### src/rtl/rcc_pkg.sv
package rcc_pkg;
   // status bit positions (software decodes these)
   localparam int unsigned ST_W    = 6;
   localparam int unsigned ST_WAKE = 0;
   localparam int unsigned ST_PIN  = 1;
   localparam int unsigned ST_WDOG = 2;
   localparam int unsigned ST_LOC  = 3;
   localparam int unsigned ST_LVD  = 4;
   localparam int unsigned ST_POR  = 5;

   // synchronized input vector layout
   localparam int unsigned IN_W     = 7;
   localparam int unsigned IX_LVD   = 0;
   localparam int unsigned IX_LVDEN = 1;
   localparam int unsigned IX_WDOG  = 2;
   localparam int unsigned IX_PIN   = 3;
   localparam int unsigned IX_LOC   = 4;
   localparam int unsigned IX_CME   = 5;
   localparam int unsigned IX_LL    = 6;

   typedef logic [ST_W-1:0] status_t;
   localparam status_t ST_AT_POR = status_t'((32'd1 << ST_POR) | (32'd1 << ST_LVD));
endpackage

### src/rtl/rcc_sync.sv
module rcc_sync #(
   parameter int unsigned W      = 1,
   parameter int unsigned STAGES = 2
) (
   input  logic         clk,
   input  logic         arst_n,
   input  logic [W-1:0] d,
   output logic [W-1:0] q
);
   generate
      if (STAGES < 2) begin : g_bad_stages
         $error("rcc_sync: STAGES must be at least 2");
      end
      if (W < 1) begin : g_bad_width
         $error("rcc_sync: W must be at least 1");
      end
   endgenerate

   logic [STAGES-1:0][W-1:0] chain;

   always_ff @(posedge clk or negedge arst_n) begin
      if (!arst_n) chain <= '0;
      else         chain <= {chain[STAGES-2:0], d};
   end

   assign q = chain[STAGES-1];
endmodule

### src/rtl/rcc_cause.sv
module rcc_cause
   import rcc_pkg::*;
(
   input  logic [IN_W-1:0] s,
   output logic            req,
   output status_t         cause
);
   logic lvd_req, loc_req, wd_req, pin_req;

   always_comb begin
      lvd_req = s[IX_LVD] & s[IX_LVDEN];
      loc_req = s[IX_LOC] & s[IX_CME];
      wd_req  = s[IX_WDOG];
      pin_req = s[IX_PIN];
      req     = lvd_req | loc_req | wd_req | pin_req;
      cause          = '0;
      cause[ST_LVD]  = lvd_req;
      cause[ST_LOC]  = loc_req;
      cause[ST_WDOG] = wd_req;
      cause[ST_PIN]  = pin_req;
      cause[ST_WAKE] = s[IX_LL] & req;
   end
endmodule

### src/rtl/rcc_stretch.sv
module rcc_stretch #(
   parameter int unsigned STRETCH = 16
) (
   input  logic clk,
   input  logic arst_n,
   input  logic req,
   output logic busy
);
   localparam int unsigned CW   = $clog2(STRETCH + 1);
   localparam logic [CW-1:0] LOAD = CW'(STRETCH);

   generate
      if (STRETCH < 2) begin : g_bad_stretch
         $error("rcc_stretch: STRETCH must be at least 2");
      end
   endgenerate

   logic [CW-1:0] cnt;

   always_ff @(posedge clk or negedge arst_n) begin
      if (!arst_n)         cnt <= LOAD;
      else if (req)        cnt <= LOAD;
      else if (cnt != '0)  cnt <= cnt - 1'b1;
   end

   assign busy = (cnt != '0);

   AST_TAIL_QUIET: assert property (@(posedge clk) disable iff (!arst_n)
      $fell(busy) |-> (!$past(req) && !$past(req, 2)));
endmodule

### src/rtl/rcc_status.sv
module rcc_status
   import rcc_pkg::*;
(
   input  logic    clk,
   input  logic    arst_n,
   input  logic    req,
   input  logic    busy,
   input  status_t cause,
   output status_t status
);
   logic start;
   assign start = req & ~busy;

   always_ff @(posedge clk or negedge arst_n) begin
      if (!arst_n)    status <= ST_AT_POR;
      else if (start) status <= cause;
   end

   AST_FROZEN_IN_RST: assert property (@(posedge clk) disable iff (!arst_n)
      busy |=> $stable(status));
endmodule

### src/rtl/rst_cause_capture.sv
module rst_cause_capture
   import rcc_pkg::*;
#(
   parameter int unsigned SYNC_STAGES = 2,
   parameter int unsigned STRETCH     = 16
) (
   input  logic            clk,
   input  logic            por_n,
   input  logic            lvd_flag,
   input  logic            lvd_rst_en,
   input  logic            wdog_expire,
   input  logic            ext_rst_n,
   input  logic            clkmon_fault,
   input  logic            clkmon_en,
   input  logic            lowleak_active,
   output logic            sys_rst,
   output logic [ST_W-1:0] rst_status
);
   logic [IN_W-1:0] raw_in, syn_in;
   logic            req, busy;
   status_t         cause, status;

   always_comb begin
      raw_in           = '0;
      raw_in[IX_LVD]   = lvd_flag;
      raw_in[IX_LVDEN] = lvd_rst_en;
      raw_in[IX_WDOG]  = wdog_expire;
      raw_in[IX_PIN]   = ~ext_rst_n;
      raw_in[IX_LOC]   = clkmon_fault;
      raw_in[IX_CME]   = clkmon_en;
      raw_in[IX_LL]    = lowleak_active;
   end

   rcc_sync #(.W(IN_W), .STAGES(SYNC_STAGES)) u_sync (
      .clk(clk), .arst_n(por_n), .d(raw_in), .q(syn_in));

   rcc_cause u_cause (.s(syn_in), .req(req), .cause(cause));

   rcc_stretch #(.STRETCH(STRETCH)) u_stretch (
      .clk(clk), .arst_n(por_n), .req(req), .busy(busy));

   rcc_status u_status (
      .clk(clk), .arst_n(por_n), .req(req), .busy(busy),
      .cause(cause), .status(status));

   assign sys_rst    = busy;
   assign rst_status = status;

   AST_LVD_HOLDS: assert property (@(posedge clk) disable iff (!por_n)
      (syn_in[IX_LVD] && syn_in[IX_LVDEN]) |=> sys_rst);

   AST_EVENT_HAS_CAUSE: assert property (@(posedge clk) disable iff (!por_n)
      $rose(sys_rst) |-> (|rst_status[ST_POR-1:ST_PIN]));

   AST_MASKED_LOC_QUIET: assert property (@(posedge clk) disable iff (!por_n)
      (!busy && syn_in[IX_LOC] && !syn_in[IX_CME] && !syn_in[IX_WDOG]
       && !syn_in[IX_PIN] && !(syn_in[IX_LVD] && syn_in[IX_LVDEN])) |=> !sys_rst);
endmodule

### config.mk
export PLATFORM = sky130hd
export DESIGN_NAME = rst_cause_capture
export DESIGN_NICKNAME = d
export VERILOG_FILES = /design/src/rtl/rcc_pkg.sv /design/src/rtl/rcc_sync.sv /design/src/rtl/rcc_cause.sv /design/src/rtl/rcc_stretch.sv /design/src/rtl/rcc_status.sv /design/src/rtl/rst_cause_capture.sv
export SDC_FILE = /design/constraint.sdc
export NUM_CORES = 1
export LEC_CHECK = 0
export ABC_AREA = 1
export BUFFER_PORTS_ARGS = -buffer_cell sky130_fd_sc_hd__buf_2
export CELL_PAD_IN_SITES_DETAIL_PLACEMENT = 2
export CELL_PAD_IN_SITES_GLOBAL_PLACEMENT = 2
export CORE_ASPECT_RATIO = 2
export CORE_MARGIN = 1
export CORE_UTILIZATION = 36
export CTS_CLUSTER_SIZE = 20
export DETAILED_ROUTE_END_ITERATION = 6
export GPL_TIMING_DRIVEN = 0
export PLACE_DENSITY = 0.86
export SETUP_SLACK_MARGIN = 0.2
export SYNTH_ARGS = -nofsm -noshare
export SYNTH_HDL_FRONTEND = slang
export SYNTH_HIERARCHICAL = 1
export SYNTH_SLANG_ARGS = --single-unit
export TNS_END_PERCENT = 100
### constraint.sdc
create_clock -name clk -period 2.07 [get_ports clk]
set_clock_uncertainty 0.1 [all_clocks]
set_input_delay 0.1035 -clock clk [delete_from_list [all_inputs] [get_ports clk]]
set_output_delay 0.1035 -clock clk [all_outputs]
set_load 0.01 [all_outputs]
# --- Yosys cells after proc, flatten, opt, wreduce, memory -nomap -nowiden ---
# Index checks and enable logic that the tools add are counted.
totals:
  in_bits: 9
  ff_bits: 25
classes:
  addsub: 1
  muxes: 2
  n_reduce_logical: 2
  n_bitwise: 9
ops:
  columns: ["cell", "count"]
  rows:
  - ["$mux 5", 2]
  - ["$reduce_bool 5->1", 1]
  - ["$sub 5x1->5 const B", 1]
  - ["$and 1x1->1", 4]
  - ["$or 1x1->1", 3]
  - ["$not 1->1", 2]
  - ["$reduce_bool 2->1", 1]

# --- Depth between registers and ports, before layout ---
# Gate-level depths: netlist of run 1.
logic_depth:
  word_depth: 5
  mapped_depth: 7

# --- Modules after synthesis ---
# The synthesis of run 1 kept the hierarchy.
modules_own_cells:
  columns: ["mod", "seq_area_each_um2", "area_per_inst_um2", "n_inst", "cells_per_inst"]
  rows:
  - ["rcc_sync", 350.3, 402.9, 1, 21]
  - ["rcc_stretch", 126.4, 261.5, 1, 33]
  - ["rcc_status", 152.6, 237.7, 1, 26]
  - ["rcc_cause", 0.0, 80.1, 1, 14]
  - ["rst_cause_capture", 0.0, 3.8, 1, 1]

# --- Worst setup path before layout of run 1 ---
# No wires, ideal clock.
synth_path:
  path_kind: "reg2reg"
  startpoint: "register u_stretch.cnt[0]"
  endpoint: "register u_status.status[0]"
  setup_slack_ns: 0.625
  n_path_buf: 0
  t_required_ns: 1.853
  path_stages_with_launch: 8
  period_less_slack_ns: 1.445
  setup_time_ns: 0.117
  arrival_ns: 1.228
  path_cell_list: "dfrtp_1 -> inv_1 -> ha_1 -> nand3_2 -> inv_1 -> nand2_2 -> nand2_1 -> nand2_1"
synth_via:
  elab_chain_cells: 3
synth_rtl:
  columns: ["element", "line", "rtl"]
  rows:
  - ["start: declaration", "rcc_stretch.sv:18", "logic [CW-1:0] cnt;"]
  - ["start signal: assignment", "rcc_stretch.sv:23", "else if (cnt != '0) cnt <= cnt - 1'b1;"]
  - ["$reduce_bool 5->1", "rcc_stretch.sv:26", "assign busy = (cnt != '0);"]
  - ["named net sys_rst", "rst_cause_capture.sv:16", "output logic sys_rst,"]
  - ["$not 1->1", "rcc_status.sv:12", "assign start = req & ~busy;"]
  - ["$and 1x1->1", "rcc_status.sv:12", null]
  - ["end signal: assignment", "rcc_status.sv:16", "else if (start) status <= cause;"]
  - ["end: declaration", "rcc_status.sv:9", "output status_t status"]
# The timed path passes the listed nets, and every way through them passes these cells.
# A chain may end at the register's enable or synchronous reset.

# --- Worst setup path in the final report of run 1 ---
layout_path:
  startpoint: "register u_stretch.cnt[0]"
  endpoint: "output port sys_rst"
layout_via:
  elab_chain_cells: 1
layout_rtl:
  columns: ["element", "line"]
  rows:
  - ["$reduce_bool 5->1", "rcc_stretch.sv:26"]
  - ["end: declaration", "rst_cause_capture.sv:16"]
# No other way between the ends.

==> results of run 1 <==
layout make-up:
type                       instances  area (µm²)
buffer                            12       90.09
clock buffer                       3       41.29
clock inverter                     1       8.758
fill                             284        1344
inverter                          11       41.29
multi-input combinational         47       225.2
sequential                        25       629.4
tap                               28       35.03
timing repair buffer              23       155.1
worst min-delay path by stage:
| stage | to | slack (ns) | start |
|---|---|---|---|
| floorplan | u_status/status[0]$_DFFE_PN0P_ | -0.29 | por_n |
| global placement | u_status/status[3]$_DFFE_PN0P_ | 0.009 | por_n |
| detailed placement | u_status/status[3]$_DFFE_PN0P_ | 0.02 | por_n |
| CTS | u_status/status[3]$_DFFE_PN0P_ | 0.24 | por_n |
| global route | u_sync/q[4]$_DFF_PN0_ | 0.27 | u_sync/chain[4]$_DFF_PN0_ |
| finish | u_sync/q[4]$_DFF_PN0_ | 0.24 | por_n |
cells by family (layout without fill, tap and decap cells):
kind of cell / count (synthesis) / count (layout) / synth area share, %
simple gates: 44 / 44 / 20.31
flops: 25 / 25 / 63.83
buf+inv: 23 / 50 / 13.33
fa+ha+maj: 1 / 1 / 1.269
other cells: 1 / 1 / 0.3803
xor+xnor: 1 / 1 / 0.8885
power breakdown:
group	switching [mW]	internal, mW	leakage (nW)
clock	0.173	0.141	0.0261
combinational	0.108	0.0859	0.344
sequential	0.0292	0.557	0.299
sequential cells by signal, summed over array words and instances, names as in the netlist:
| name | cells |
|---|---|
| u_sync/chain | 7 |
| u_sync/q | 7 |
| u_status/status | 6 |
| u_stretch/cnt | 5 |
worst max-delay path, stage by stage (launching register included):
cell	delay, ns
dfrtp_1	0.40
inv_1	0.14
ha_1	0.27
nand3_2	0.20
buf_2	0.20
cells in the mapped netlist, drive strengths merged:
library cell  number  area [µm²]
buf               12       90.09
conb               1       3.750
dfrtp             22       550.5
dfstp              3       78.83
ha                 1       12.51
inv               11       41.29
nand2             25       96.35
nand3             12       70.07
nor2               7       33.78
xor2               1       8.760
what timing repair did:
action / 4_1_cts / 5_1_grt
endpoints found under the setup margin: 0 / 4
hold buffers: 8 / 0
resized for setup: 0 / 1
hold endpoints to repair: 29 / 0
per-layer routing:
layer / track usage (%) / vias to the layer above / share of wire [%]
met4: 7.241 / 0 / 0.61
met3: 0.8746 / 2 / 1.4
li1: - / 328 / -
met1: 20.28 / 360 / 33
met5: 0 / - / 0
met2: 39.67 / 15 / 65
==> summary.md, run 1 <==
| Metric | Value |
|---|---|
| Status | `finished, final reports clean` |
| Worst-Skew Late Latency | `roughly 0.27 ns` |
| Placed Area | `about 1100 µm²` |
| Placed Cells incl. Taps | `approximately 140` |
| Nets | `133` |
| Mapped Cells | `95` |
| Reg2reg setup slack | `between 0.4 and 0.5 ns` |
| Clock Sinks | `25` |
| Via count | `between 700 and 800` |
| Initial drt markers | `12` |
| Final setup violation count | `0` |
| Via density per instance | `between 4 and 5` |
| Crit path from | `u_stretch/cnt[0]$_DFFE_PN0P_` |
| IO Count | `16` |
| CP required | `roughly 1.9 ns` |
| GPL Wtd Cong | `~0.74` |
| LEAKAGE | `0.6696 nW` |
| Initial antenna violation count | `0` |
| Register area share after synthesis | `between 60 and 70%` |
| Vias in the first global route | `between 800 and 900` |
| IO buf count | `15` |
| Layout overhead on the synthesized area | `24.37%` |
| CP Max Fanout | `7` |
| Netlist cell types | `13` |
| ANT nets after route | `0` |
| Min cycle time layout | `approximately 1.7 ns` |
| Syn avg cell area | `slightly above 10 µm²` |
| Power Total | `~1.1 mW` |
| Initial core utilization | `38.36%` |
| Maximum VDD drop | `around 0.57 mV` |
| Worst setup margin | `between 0.3 and 0.4 ns` |
| Cell Area, Synth | `roughly 1000 µm²` |
| Clock buffer depth | `2` |
| Synthesis-stage register bit count | `25` |
| Final Core Density | `a little under half` |
| Crit path DAT | `between 1 and 1.5 ns` |
| Fmax | `between 500 and 600 MHz` |
| Post-CTS Setup Bufs | `0` |
| Final period utilization | `81.39%` |
| Reg2reg end | `u_status/status[1]$_DFFE_PN0P_` |
| Hold_ws | `between 0.2 and 0.25 ns` |
| Largest net degree at the start of global routing | `26` |
| Post-Syn Nets | `between 100 and 150` |
| Most common cell after layout, fill and taps aside | `nand2_1` |
| Final Max Slew Viols | `0` |
| Max-cap violation count | `0` |
| Setup TNS | `0 ns` |
| FF-to-FF path depth | `7` |
| RSZ-0062 raised after global routing | `no` |
| Die width | `a little under 40 µm` |
| Most frequent cells in the layout | `nand2_1 (24), dfrtp_1 (22), buf_2 (15)` |
| Synthesis Warnings | `6` |
| Die area | `2965 µm²` |
| Clock root cell | `clkbuf_8` |
| Setup crit end | `sys_rst` |
| Dpl ws | `around 0.3 ns` |
| CTS tree | `yes` |
| Clk slew on worst S/H paths | `roughly 0.1 ns` |
| Layout Cells excl Fill | `150` |
| # rows | `26` |
| Final hold vios | `0` |
| CTS H-tree lvls | `1` |
| Final wirelength | `2.471 mm` |
| R2R Path Start | `u_stretch/cnt[0]$_DFFE_PN0P_` |
| Layout cells sized above 1 | `around a third` |
| First-pass GRT wire length | `slightly above 4 mm` |
| Hold crit path type | `in2async` |
| Die Ht | `approximately 76 µm` |
| Total core area | `~2600 µm²` |
| Crit Path Category | `reg2out` |
| Residual DRC | `0` |
| Overall Global Routing Usage | `approximately a fifth` |
| Relative slew margins | `62.01%` |
| Design Area, Final | `1226 µm²` |
| HPWL Detailed | `approximately 1.6 mm` |
| Startpoint types | `flop` |
| DR WL/cell | `between 15 and 20 µm` |
| First-pass detailed-route iteration total | `2` |
| PwrDens | `slightly below 900 nW/µm²` |
| Crit end category | `primary output` |
| Worst-Margin Slew | `~0.57 ns` |
| Clock buffer count from CTS | `3` |
| GRT overflow | `0` |
| ANT cells | `0` |
No activity file was read; power rests on OpenSTA's default activity.
==> run 2: changes to the inputs <==
--- a/config.mk
+++ b/config.mk
@@ -11,11 +11,11 @@
 export CELL_PAD_IN_SITES_GLOBAL_PLACEMENT = 2
 export CORE_ASPECT_RATIO = 2
 export CORE_MARGIN = 1
-export CORE_UTILIZATION = 36
+export CORE_UTILIZATION = 30
 export CTS_CLUSTER_SIZE = 20
 export DETAILED_ROUTE_END_ITERATION = 6
 export GPL_TIMING_DRIVEN = 0
-export PLACE_DENSITY = 0.86
+export PLACE_DENSITY = 0.77
 export SETUP_SLACK_MARGIN = 0.2
 export SYNTH_ARGS = -nofsm -noshare
 export SYNTH_HDL_FRONTEND = slang
==> constraint.sdc (replaced) <==
create_clock -name clk -period 1.5 [get_ports clk]
set_clock_uncertainty 0.1 [all_clocks]
set_input_delay 0.075 -clock clk [delete_from_list [all_inputs] [get_ports clk]]
set_output_delay 0.075 -clock clk [all_outputs]
set_load 0.01 [all_outputs]
==> run 2 against run 1 <==
  * Global-route usage fell by 5.9 points
  * First-iteration DRC count fell by 50%
  * Via count rose by 8.7%
  * Sequential share of layout area fell by 8.1 points
  * Clock power rose by 31%
  * Final cell count rose by 12%
  * Setup slack got worse by 0.24 ns
  * Count of clock-buffer cells in the layout did not move
  * Utilization fell by 1.6 points
  * Non-clock buffer count rose by 14
  * Critical endpoint unchanged
  * Highest routed layer unchanged
==> summary.md, run 2 (synthesis results as in run 1) <==
| Metric | Value |
|---|---|
| Status | `finished, final reports clean` |
| Largest net degree at the start of global routing | `26` |
| PwrDens | `about 1100 nW/µm²` |
| Placed Area | `roughly 1100 µm²` |
| Clock buffer count from CTS | `3` |
| Min cycle time layout | `1.357 ns` |
| Via density per instance | `between 4 and 5` |
| ANT nets after route | `0` |
| Clk slew on worst S/H paths | `~0.090 ns` |
| Initial drt markers | `6` |
| Layout cells sized above 1 | `between 40% and 50%` |
| CP required | `around 1.3 ns` |
| Crit Path Category | `reg2out` |
| Via count | `766` |
| Final Max Slew Viols | `0` |
| Maximum VDD drop | `around 0.8 mV` |
| Crit path DAT | `1.18 ns` |
| ANT cells | `0` |
| Placed Cells incl. Taps | `around 140` |
| LEAKAGE | `0.7539 nW` |
| Initial antenna violation count | `0` |
| IO buf count | `15` |
| Overall Global Routing Usage | `between 10 and 15%` |
| CP Max Fanout | `4` |
| First-pass detailed-route iteration total | `3` |
| Startpoint types | `flop` |
| Power Total | `between 1.5 and 2 mW` |
| CTS H-tree lvls | `1` |
| HPWL Detailed | `roughly 1.5 mm` |
| IO Count | `16` |
| Clock root cell | `clkbuf_8` |
| Final wirelength | `2.642 mm` |
| Vias in the first global route | `around 840` |
| Clock Sinks | `25` |
| Final period utilization | `between 90% and 100%` |
| Final hold vios | `0` |
| Residual DRC | `0` |
| First-pass GRT wire length | `3.781 mm` |
| Layout overhead on the synthesized area | `47.59%` |
| GPL Wtd Cong | `between 0.7 and 0.8` |
| Die area | `~3500 µm²` |
| Fmax | `~740 MHz` |
| Initial core utilization | `between 30% and 40%` |
| CTS tree | `yes` |
| Worst-Skew Late Latency | `0.27 ns` |
| Worst-Margin Slew | `about 0.56 ns` |
| DR WL/cell | `~16 µm` |
| Nets | `148` |
| Total core area | `roughly 3200 µm²` |
| GRT overflow | `0` |
| Crit end category | `primary output` |
| Setup TNS | `0 ns` |
| Die width | `42.54 µm` |
| Relative slew margins | `62.71%` |
| # rows | `29` |
| Most frequent cells in the layout | `buf_4 (22), dfrtp_1 (22), nand2_1 (21)` |
| Die Ht | `83.07 µm` |
| Hold crit path type | `in2async` |
| Clock buffer depth | `2` |
| RSZ-0062 raised after global routing | `yes` |
| Max-cap violation count | `0` |
| Design Area, Final | `1455 µm²` |
| Hold_ws | `roughly 0.21 ns` |
| Final setup violation count | `0` |
| Layout Cells excl Fill | `about 170` |
[run 2: cell count changes in the layout (fill, tap and decap cells not counted), moves of 3 or more]
cell     previous run  this run
inv_2               1         4
buf_4              12        22
nand3_1            10         7
buf_6               0         5
nand2_4             0         3
nand3_4             0         3
inv_1              10         5
nand2_1            24        21
[run 2: area by class of cell]
| type | instances | area [µm²] |
|---|---|---|
| tap | 31 | 38.79 |
| inverter | 11 | 48.80 |
| clock inverter | 1 | 7.507 |
| buffer | 12 | 93.84 |
| multi-input combinational | 48 | 317.8 |
| clock buffer | 3 | 41.29 |
| sequential | 25 | 629.4 |
| fill | 332 | 1702 |
| timing repair buffer | 37 | 277.8 |
[run 2: per-layer routing]
metal	up-vias	track usage (%)	part of all wire (%)
met5	-	0	0
met3	4	2.609	1.2
met2	13	28.11	64
li1	361	-	-
met4	0	5.966	1.2
met1	388	14.14	34
[run 2: metrics by stage]
step | util [%] | setup slack, ns
6_report | 46.10 | 0.1435
3_3_place_gp | 35.55 | 0.1449
4_1_cts | 42.85 | 0.1412
2_1_floorplan | - | 0.2339
5_1_grt | 46.10 | 0.1062
3_5_place_dp | 35.55 | 0.04351
[run 2: final timing paths]
kind,to,cells after the start,from,slack (ns)
min in group clk,u_sync/q[0]$_DFF_PN0_,0,u_sync/chain[0]$_DFF_PN0_,0.26
max reg2reg,u_stretch/cnt[3]$_DFFE_PN0P_,6,u_sync/q[1]$_DFF_PN0_,0.20
max in group asynchronous,u_status/status[4]$_DFFE_PN1P_,2,por_n,0.71
max,sys_rst,4,u_stretch/cnt[0]$_DFFE_PN0P_,0.14
min reg2reg,u_sync/q[0]$_DFF_PN0_,0,u_sync/chain[0]$_DFF_PN0_,0.26
min,u_stretch/cnt[0]$_DFFE_PN0P_,2,por_n,0.21
[run 2: power by group]
part           total (mW)  switching, mW  leakage, nW  internal (mW)
clock network       0.413          0.224       0.0217          0.188
logic               0.339          0.179        0.433          0.160
registers           0.811         0.0422        0.299          0.769
total                1.56          0.445        0.754           1.12
[run 2: timing repair]
action	in CTS	in global routing
cloned	1	0
gates resized for setup	10	16
hold buffers	8	0
buffers inserted	8	6
setup endpoints to repair	12	11
hold endpoints to repair	29	0
pin swaps	3	6
[run 2: critical path, cell delays in order (launching register included)]
cell and delay [ns]:
dfrtp_1 0.41, inv_2 0.09, ha_4 0.15, nand3_4 0.12, buf_6 0.15
==> run 3: changes to the inputs <==
--- a/config.mk
+++ b/config.mk
@@ -7,11 +7,11 @@
 export LEC_CHECK = 0
 export ABC_AREA = 1
 export BUFFER_PORTS_ARGS = -buffer_cell sky130_fd_sc_hd__buf_2
-export CELL_PAD_IN_SITES_DETAIL_PLACEMENT = 2
-export CELL_PAD_IN_SITES_GLOBAL_PLACEMENT = 2
+export CELL_PAD_IN_SITES_DETAIL_PLACEMENT = 0
+export CELL_PAD_IN_SITES_GLOBAL_PLACEMENT = 1
 export CORE_ASPECT_RATIO = 2
 export CORE_MARGIN = 1
-export CORE_UTILIZATION = 30
+export CORE_UTILIZATION = 37
 export CTS_CLUSTER_SIZE = 20
 export DETAILED_ROUTE_END_ITERATION = 6
 export GPL_TIMING_DRIVEN = 0
==> run 3 against run 2 <==
  * Combinational power down 16%
  * Via count is 14% lower
  * Flip-flop and latch count stayed put
  * Highest routed layer unchanged
  * Clock power decreased by 2%
  * Setup slack improved by 0.072 ns
  * Final cell count is 7.7% lower
  * Non-clock buffer count decreased by 10
  * Power decreased by 4.3%
  * Global-route usage is 2.2 points lower
==> summary.md, run 3 (synthesis results as in run 1) <==
| Metric | Value |
|---|---|
| Initial antenna violation count | `0` |
| Multi-input gate area | `277.8 µm²` |
| First-pass detailed-route iteration total | `2` |
| RSZ-0062 raised after global routing | `yes` |
| Power Total | `around 1.5 mW` |
| Relative slew margins | `64.66%` |
| Die Ht | `~75 µm` |
| CTS H-tree lvls | `1` |
| Max-cap violation count | `0` |
| Share of total power in combinational logic | `about a fifth` |
| Crit path DAT | `1.11 ns` |
| Worst-Skew Late Latency | `around 0.27 ns` |
| Clock buffer depth | `2` |
| Clk slew on worst S/H paths | `roughly 0.090 ns` |
| DR WL/cell | `between 9 and 10 µm` |
| Largest net degree at the start of global routing | `26` |
| Crit end category | `primary output` |
| IO buf count | `15` |
| Clock root cell | `clkbuf_8` |
| Startpoint types | `flop` |
| Hold crit path type | `in2async` |
| Final period utilization | `a little under nine tenths` |
| Clock network power share | `27.0%` |
| Clock buffer count from CTS | `3` |
| Reg power frac | `54.0%` |
| CP required | `around 1.3 ns` |
| Via count | `around 660` |
| Min cycle time layout | `roughly 1.3 ns` |
| Maximum VDD drop | `roughly 0.74 mV` |
| Final wirelength | `between 1.5 and 2 mm` |
| Total core area | `2537 µm²` |
| PwrDens | `1135 nW/µm²` |
| IO Count | `16` |
| Final hold vios | `0` |
| Switch Pwr | `396.4 µW` |
| Overall Global Routing Usage | `between 10% and 20%` |
| First-pass GRT wire length | `roughly 2.5 mm` |
| Initial core utilization | `between 30 and 40%` |
| GPL Wtd Cong | `roughly 0.76` |
| Dpl ws | `between 0.1 and 0.15 ns` |
| ANT cells | `0` |
| Hold_ws | `roughly 0.21 ns` |
| Worst setup margin | `around 0.21 ns` |
| Nets | `roughly 140` |
| Residual DRC | `0` |
| Sequential Area | `between 600 and 700 µm²` |
| Layout overhead on the synthesized area | `33.63%` |
| LEAKAGE | `0.6972 nW` |
| ANT nets after route | `0` |
| Initial drt markers | `20` |
| Fmax | `roughly 780 MHz` |
| HPWL Detailed | `985.4 µm` |
| Vias in the first global route | `between 600 and 700` |
| Worst-Margin Slew | `0.5302 ns` |
| Via density per instance | `about 4.3` |
| Die width | `around 39 µm` |
| Final setup violation count | `0` |
| CP Max Fanout | `3` |
| Status | `finished, final reports clean` |
| Most frequent cells in the layout | `nand2_1 (22), dfrtp_1 (22), buf_4 (16)` |
| Layout cells sized above 1 | `about two fifths` |
| Clock Sinks | `25` |
| Crit Path Category | `reg2out` |
| GRT overflow | `0` |
| Final Core Density | `51.92%` |
| Die area | `about 2900 µm²` |
| Net Sw Frac | `between 20% and 30%` |
| Final Max Slew Viols | `0` |
| P_int | `about 1.1 mW` |
| Setup TNS | `0 ns` |
| # rows | `26` |
| CTS tree | `yes` |
| Fill cells | `around 240` |
## run 3: repair_timing
| action | in CTS | in global routing |
|---|---|---|
| resized for setup | 5 | 4 |
| hold buffers | 8 | 0 |
| pin swaps | 1 | 2 |
| buffers inserted | 4 | 0 |
| setup endpoints to repair | 11 | 11 |
| hold endpoints to repair | 29 | 0 |
| cloned | 0 | 1 |
## run 3: final timing paths
kind	from	end	slack (ns)	depth (start not counted)
worst max-delay path	u_stretch/cnt[0]$_DFFE_PN0P_	sys_rst	0.21	4
min in group clk	u_sync/chain[1]$_DFF_PN0_	u_sync/q[1]$_DFF_PN0_	0.26	0
worst min-delay path	por_n	u_status/status[3]$_DFFE_PN0P_	0.21	2
worst max register to register	u_stretch/cnt[0]$_DFFE_PN0P_	u_stretch/cnt[0]$_DFFE_PN0P_	0.26	7
worst min register to register	u_sync/chain[1]$_DFF_PN0_	u_sync/q[1]$_DFF_PN0_	0.26	0
max in group asynchronous	por_n	u_stretch/cnt[4]$_DFFE_PN1P_	0.72	2
## run 3: per-stage QoR
stage / instance area [µm²] / std cells
after CTS: 1292 / 154
after floorplan: 1008 / 95
final: 1318 / 155
after global routing: 1318 / 155
after detailed placement: 1119 / 138
after global placement: 1119 / 138
## run 3: worst max-delay path, stage by stage (launching register included)
cell,delay [ns]
dfrtp_1,0.39
inv_2,0.08
ha_4,0.14
nand3_4,0.10
buf_6,0.14
## run 3: power groups by stage
stage	clock network (mW)	logic (mW)	registers (mW)
2_1_floorplan	0	0.122	0.846
5_1_grt	0.463	0.323	0.820
3_5_place_dp	0	0.248	0.823
3_3_place_gp	0	0.241	0.815
4_1_cts	0.432	0.280	0.810
6_report	0.404	0.284	0.807
## run 3: per-layer routing
metal | track usage [%] | vias up | routed length, µm
met5 | 0 | - | 0
met4 | 8.046 | 0 | 37
met3 | 2.655 | 4 | 47
met2 | 22.96 | 17 | 889
met1 | 10.94 | 298 | 567
li1 | - | 340 | -
## run 3: layout make-up
| class | count | area share [%] |
|---|---|---|
| Timing Repair Buffer | 27 | 14.53 |
| Clock inverter | 1 | 0.6648 |
| Clock buffer | 3 | 3.134 |
| Multi-Input combinational cell | 48 | 21.08 |
| Tap cell | 28 | 2.659 |
| Buffer | 12 | 6.838 |
| Inverter | 11 | 3.324 |
| Sequential cell | 25 | 47.77 |
